==> config.mk <==
export PLATFORM = sky130hd
export DESIGN_NAME = nic_ctl_regs
export DESIGN_NICKNAME = d
export VERILOG_FILES = /design/src/rtl/nic_ctl_pkg.sv /design/src/rtl/nic_evt_flags.sv /design/src/rtl/nic_cmd_slot.sv /design/src/rtl/nic_ctl_regs.sv
export SDC_FILE = /design/constraint.sdc
export NUM_CORES = 1
export LEC_CHECK = 0
export BUFFER_PORTS_ARGS = -buffer_cell sky130_fd_sc_hd__buf_2
export CAP_MARGIN = 20
export CORE_ASPECT_RATIO = 1.75
export CORE_MARGIN = 1.5
export CORE_UTILIZATION = 23
export CTS_CLUSTER_DIAMETER = 80
export DETAILED_ROUTE_END_ITERATION = 8
export GPL_TIMING_DRIVEN = 0
export SLEW_MARGIN = 20
export SYNTH_ARGS = -nofsm -noshare
export SYNTH_HDL_FRONTEND = slang
export SYNTH_SLANG_ARGS = --single-unit
==> constraint.sdc <==
create_clock -name clk -period 1.6 [get_ports clk]
set_input_delay 0.08 -clock clk [delete_from_list [all_inputs] [get_ports clk]]
set_output_delay 0.08 -clock clk [all_outputs]
set_load 0.02 [all_outputs]
==> src/rtl/nic_ctl_pkg.sv <==
package nic_ctl_pkg;

  typedef enum logic [1:0] {
    SEL_STATUS = 2'd0,
    SEL_CMD    = 2'd1,
    SEL_PTR    = 2'd2,
    SEL_NONE   = 2'd3
  } reg_sel_e;

  localparam int EV_W = 8;
  localparam logic [EV_W-1:0] HW_EVENT_MASK = 8'hF9;
  localparam logic [EV_W-1:0] ACK_MASK      = 8'hFD;
  localparam int SWI_FLAG_IDX = 2;

  localparam int CMD_RU_LSB  = 0;
  localparam int CMD_CU_LSB  = 4;
  localparam int CMD_MASK_BIT = 8;
  localparam int CMD_SWI_BIT  = 9;

  localparam logic [15:0] CU_LEGAL = 16'h00F6;
  localparam logic [7:0]  RU_LEGAL = 8'hD6;

endpackage

==> src/rtl/nic_evt_flags.sv <==
module nic_evt_flags #(
  parameter int N = 8,
  parameter logic [N-1:0] HW_MASK = '1,
  parameter logic [N-1:0] CLR_MASK = '1
) (
  input  logic         clk,
  input  logic         rst_n,
  input  logic [N-1:0] hw_ev,
  input  logic [N-1:0] sw_set,
  input  logic         ack_wr,
  input  logic [N-1:0] ack_bits,
  input  logic         irq_mask,
  output logic [N-1:0] flags,
  output logic         irq
);

  logic [N-1:0] clr_v;
  logic [N-1:0] set_v;

  always_comb begin
    clr_v = ack_wr ? (ack_bits & CLR_MASK) : '0;
    set_v = (hw_ev & HW_MASK) | sw_set;
  end

  // One flop per flag; a set on the same edge beats a clear.
  for (genvar i = 0; i < N; i++) begin : g_flag
    always_ff @(posedge clk) begin
      if (!rst_n)
        flags[i] <= 1'b0;
      else if (set_v[i])
        flags[i] <= 1'b1;
      else if (clr_v[i])
        flags[i] <= 1'b0;
    end
  end

  always_ff @(posedge clk) begin
    if (!rst_n)
      irq <= 1'b0;
    else
      irq <= (|flags) && !irq_mask;
  end

endmodule

==> src/rtl/nic_cmd_slot.sv <==
module nic_cmd_slot #(
  parameter int OP_W = 4,
  parameter int PTR_W = 32,
  parameter logic [(1<<OP_W)-1:0] LEGAL = '0
) (
  input  logic             clk,
  input  logic             rst_n,
  input  logic             wr_en,
  input  logic [OP_W-1:0]  wr_op,
  input  logic [PTR_W-1:0] wr_ptr,
  output logic             cmd_valid,
  input  logic             cmd_ready,
  output logic [OP_W-1:0]  cmd_op,
  output logic [PTR_W-1:0] cmd_ptr
);

  logic load;
  logic take;

  always_comb begin
    load = wr_en && LEGAL[wr_op];
    take = cmd_valid && cmd_ready;
  end

  always_ff @(posedge clk) begin
    if (!rst_n) begin
      cmd_op  <= '0;
      cmd_ptr <= '0;
    end else if (load) begin
      cmd_op  <= wr_op;
      cmd_ptr <= wr_ptr;
    end else if (take) begin
      cmd_op  <= '0;
    end
  end

  assign cmd_valid = (cmd_op != '0);

endmodule

==> src/rtl/nic_ctl_regs.sv <==
module nic_ctl_regs
  import nic_ctl_pkg::*;
#(
  parameter int DATA_W = 32,
  parameter int PTR_W = 32,
  parameter int CU_OP_W = 4,
  parameter int RU_OP_W = 3,
  parameter int CU_ST_W = 2,
  parameter int RU_ST_W = 4
) (
  input  logic               clk,
  input  logic               rst_n,
  input  logic               host_wr_en,
  input  logic [1:0]         host_addr,
  input  logic [DATA_W-1:0]  host_wdata,
  output logic [DATA_W-1:0]  host_rdata,
  input  logic [EV_W-1:0]    unit_events,
  input  logic [CU_ST_W-1:0] cu_state,
  input  logic [RU_ST_W-1:0] ru_state,
  output logic               cu_cmd_valid,
  input  logic               cu_cmd_ready,
  output logic [CU_OP_W-1:0] cu_cmd_op,
  output logic [PTR_W-1:0]   cu_cmd_ptr,
  output logic               ru_cmd_valid,
  input  logic               ru_cmd_ready,
  output logic [RU_OP_W-1:0] ru_cmd_op,
  output logic [PTR_W-1:0]   ru_cmd_ptr,
  output logic               irq
);

  localparam int STATE_LSB = 2;
  localparam int STAT_W = 16;

  logic            wr_status;
  logic            wr_cmd;
  logic            wr_ptr;
  logic [EV_W-1:0] flags_q;
  logic [EV_W-1:0] swi_set;
  logic            mask_q;
  logic [PTR_W-1:0] ptr_q;
  logic [STAT_W-1:0] status_word;
  logic [STAT_W-1:0] cmd_word;

  always_comb begin
    wr_status = host_wr_en && (reg_sel_e'(host_addr) == SEL_STATUS);
    wr_cmd    = host_wr_en && (reg_sel_e'(host_addr) == SEL_CMD);
    wr_ptr    = host_wr_en && (reg_sel_e'(host_addr) == SEL_PTR);
    swi_set   = '0;
    swi_set[SWI_FLAG_IDX] = wr_cmd && host_wdata[CMD_SWI_BIT];
  end

  always_ff @(posedge clk) begin
    if (!rst_n) begin
      mask_q <= 1'b0;
      ptr_q  <= '0;
    end else begin
      if (wr_cmd) mask_q <= host_wdata[CMD_MASK_BIT];
      if (wr_ptr) ptr_q  <= host_wdata[PTR_W-1:0];
    end
  end

  nic_evt_flags #(
    .N(EV_W), .HW_MASK(HW_EVENT_MASK), .CLR_MASK(ACK_MASK)
  ) u_flags (
    .clk(clk), .rst_n(rst_n),
    .hw_ev(unit_events), .sw_set(swi_set),
    .ack_wr(wr_status), .ack_bits(host_wdata[STAT_W-1:STAT_W-EV_W]),
    .irq_mask(mask_q), .flags(flags_q), .irq(irq)
  );

  nic_cmd_slot #(
    .OP_W(CU_OP_W), .PTR_W(PTR_W), .LEGAL(CU_LEGAL[(1<<CU_OP_W)-1:0])
  ) u_cu_slot (
    .clk(clk), .rst_n(rst_n),
    .wr_en(wr_cmd), .wr_op(host_wdata[CMD_CU_LSB +: CU_OP_W]), .wr_ptr(ptr_q),
    .cmd_valid(cu_cmd_valid), .cmd_ready(cu_cmd_ready),
    .cmd_op(cu_cmd_op), .cmd_ptr(cu_cmd_ptr)
  );

  nic_cmd_slot #(
    .OP_W(RU_OP_W), .PTR_W(PTR_W), .LEGAL(RU_LEGAL[(1<<RU_OP_W)-1:0])
  ) u_ru_slot (
    .clk(clk), .rst_n(rst_n),
    .wr_en(wr_cmd), .wr_op(host_wdata[CMD_RU_LSB +: RU_OP_W]), .wr_ptr(ptr_q),
    .cmd_valid(ru_cmd_valid), .cmd_ready(ru_cmd_ready),
    .cmd_op(ru_cmd_op), .cmd_ptr(ru_cmd_ptr)
  );

  always_comb begin
    status_word = '0;
    status_word[STAT_W-1 -: EV_W] = flags_q;
    status_word[STATE_LSB + RU_ST_W +: CU_ST_W] = cu_state;
    status_word[STATE_LSB +: RU_ST_W] = ru_state;

    cmd_word = '0;
    cmd_word[CMD_MASK_BIT] = mask_q;
    cmd_word[CMD_CU_LSB +: CU_OP_W] = cu_cmd_op;
    cmd_word[CMD_RU_LSB +: RU_OP_W] = ru_cmd_op;

    host_rdata = '0;
    case (reg_sel_e'(host_addr))
      SEL_STATUS: host_rdata[STAT_W-1:0] = status_word;
      SEL_CMD:    host_rdata[STAT_W-1:0] = cmd_word;
      SEL_PTR:    host_rdata[PTR_W-1:0]  = ptr_q;
      default:    host_rdata = '0;
    endcase
  end

endmodule

==> flow_summary.json <==
{
  "fp.dieH_um": 196,
  "ir_drop_uv": 453,
  "drt-total-wl_um": 17900,
  "grt_overflow": 0,
  "drtPass1Iterations": 4,
  "slew_headroom_pct": 56.7,
  "synth-edff-count": 0,
  "grt_pass1_wl_um": 26900,
  "grt_max_degree": 18,
  "hold-path-endpoint": "mask_q",
  "synth_area_leaders": "dfxtp_1 46%, nand2_1 11%, mux2i_1 9.6%",
  "cp_slowest_cell": "dlygate4sd3_1",
  "clockBufferDepth": 2,
  "cp_num_buf_inv": 4,
  "ios": 159,
  "synth_compound_area_share_pct": 17.3,
  "total_power_mw": 5.83,
  "path_depth": 7,
  "rr_endpoint": "u_flags.irq",
  "cts_root_buf": "clkbuf_16",
  "synth_commonest_cells": "140 x nand2_1, 112 x dfxtp_1, 47 x mux2i_1, 43 x a21boi_0, 43 x o21ai_0",
  "io_buffers": 155,
  "die-width_um": 114,
  "crit_chain": "dlygate4sd3_1, buf_2, and4bb_1, o21a_1, buf_6, buf_12, mux2i_1",
  "worstSetupStartpointType": "input pin",
  "ys_warn_count": 0,
  "whs_ns": 0.0104,
  "drv_slew": 0,
  "core_um2": 20900,
  "cp.required_ns": 1.88,
  "dp_hpwl_um": 13700,
  "syn_inst": 560,
  "rows": 70,
  "endpoint_kind": "flop",
  "grt_pass1_vias": 4706,
  "ff2ff_path_depth": 3,
  "clkLatencyLatePin_ns": 0.35,
  "synth-xor-area-share_pct": 0.178,
  "worst_pin_slew_ns": 0.648,
  "yosysMostFrequentCell": "nand2_1",
  "slowest_delay_ns": 0.55,
  "clock_sinks": 112,
  "yosysUniqueCellTypes": 31,
  "grtUsageTotal_pct": 16.0,
  "synth.area.mux_share_pct": 10.3,
  "arrival_ns": 1.76,
  "hp-start": "host_wdata[8]",
  "setup_violations": 0,
  "hold_class": "in2reg",
  "period_share_pct": 92.5,
  "fin_crit_ns": 1.48,
  "place_inst": 967,
  "regToRegStartpoint": "u_flags.flags[3]",
  "drt_iter0_drc": 152,
  "holdPathStages": 3,
  "status": "finished clean",
  "via_per_inst": 4.60,
  "final_cells": 1014,
  "avgSynthCellArea_um2": 8.78,
  "ys_ff_latch": 112,
  "htree_levels": 3,
  "clk_pin_slew_ns": 0.07,
  "synthSimpleGateAreaFrac_pct": 20.5,
  "die_area_um2": 22300,
  "synth-main-ff-cell": "dfxtp_1",
  "cts_tree": "yes",
  "ant_nets": 0,
  "synthDominantCellAreaShare_pct": 45.6,
  "antenna_found_initial": 0,
  "yosys.area_share.adder_pct": 0.254,
  "hold_viol": 0,
  "final_util_pct": 31.6,
  "fmax_mhz": 676,
  "wire_per_inst_um": 17.7,
  "area_growth_pct": 34.4,
  "reg2reg_slack_ns": 0.36,
  "start_util_pct": 23.5,
  "async_flop_share_pct": 0,
  "leakagePower_nw": 2.74,
  "fin_skew_ns": 0.00820,
  "cap_viol_max_count": 0,
  "numCtsBuffers": 9,
  "vias": 4666,
  "synth_fp_nets": 614,
  "rsz0062_at_grt": "no",
  "drive_above_1_share_pct": 26.3,
  "routabilityCongestion": 0.821,
  "synth_seq_area_share_pct": 45.6,
  "synth_area_um2": 4920,
  "critPathKind": "in2reg",
  "setup-tns-final_ns": 0,
  "drcViolationCount": 0,
  "power_density_nw_per_um2": 883,
  "yosysTopAreaCell": "dfxtp_1",
  "path_max_fanout": 10,
  "crit_family": "buffers and inverters",
  "nets": 810,
  "synth_top_family_by_area": "simple AND/OR/NAND/NOR gates"
}
-- where the power goes --
group	total [mW]	switching, mW	leakage [nW]	internal, mW
Clock	2.28	1.07	0.132	1.22
Combinational	0.661	0.391	1.70	0.269
Sequential	2.89	0.0524	0.907	2.84
-- cells in the final DEF (no fill, tap or decap), drive strengths merged --
cell type / count
a22o: 2
or4: 2
nor3: 1
nor3b: 2
dfxtp: 112
clkinv: 1
nand3b: 6
a21boi: 75
bufinv: 1
clkbuf: 32
or3: 1
and2: 17
nor2: 7
nand2: 140
nor2b: 5
mux2i: 48
clkinvlp: 3
o21ai: 43
mux2: 1
o21a: 7
dlygate4sd3: 31
nand3: 36
and4bb: 1
nor4: 1
ha: 1
and3b: 3
inv: 1
xor2: 1
buf: 180
diode: 1
-- kinds of logic (layout without fill, tap and decap cells) --
family / after synthesis / after routing
and+or+nand+nor: 222 / 222
AOI/OAI and AO/OA: 127 / 127
DFF: 112 / 112
muxes: 49 / 49
buffers and inverters: 48 / 249
adders and majority gates: 1 / 1
xor gates and xnor gates: 1 / 1
other: 0 / 1
-- sequential cells by signal (all words and copies together) (netlist names) --
signal and count:
u_ru_slot.cmd_ptr 32, ptr_q 32, u_ru_slot.cmd_op 3, mask_q 1, u_flags.flags 7, u_flags.irq 1, u_cu_slot.cmd_op 4, u_cu_slot.cmd_ptr 32
-- worst reg2reg max path, cell delays in order, from the launching register on --
cell and delay, ns:
dfxtp_1 0.32, or4_1 0.51, nor4_1 0.21, nor3b_1 0.09
-- how the worst max path moves through the flow --
stage | start | end | slack, ns
finish | host_wdata[7] | u_cu_slot.cmd_ptr[9] | 0.12
floorplan | host_wdata[1] | u_ru_slot.cmd_ptr[21] | 0.41
global route | host_wdata[7] | u_cu_slot.cmd_ptr[18] | 0.02
detailed placement | host_addr[1] | host_rdata[30] | 0.03
global placement | host_addr[0] | host_rdata[2] | 0.03
CTS | host_addr[1] | host_rdata[30] | 0.03
-- cell type report --
cell class,instances,area (um^2)
inverter,1,3.75
fill,2230,14300
timing repair buffer,186,1090
antenna,1,2.50
clock buffer,11,233
sequential,112,2240
multi-input combinational,400,2380
clock inverter,5,57.6
buffer,46,285
tap,252,315
-- per-stage QoR --
step	worst slack [ns]	instance area [um^2]
after floorplan	0.411	4920
after global placement	0.0306	6010
after detailed placement	0.0347	6010
after CTS	0.0316	6610
after global routing	0.0211	6610
final	0.120	6610
-- per-layer routing --
| layer | vias up | track usage (%) | share of wire (%) |
|---|---|---|---|
| met5 | - | 0 | 0 |
| met2 | 139 | 30.0 | 54 |
| met1 | 2217 | 17.0 | 38 |
| met3 | 26 | 3.17 | 5.0 |
| met4 | 0 | 7.08 | 3.1 |
| li1 | 2284 | - | - |
-- timing repair --
item / CTS / global route
hold buffers: 31 / 0
gates resized for setup: 0 / 2
hold endpoints to repair: 31 / 0
endpoints found under the setup margin: 0 / 12
buffers inserted: 0 / 0
No activity file was read; power rests on OpenSTA's default activity.
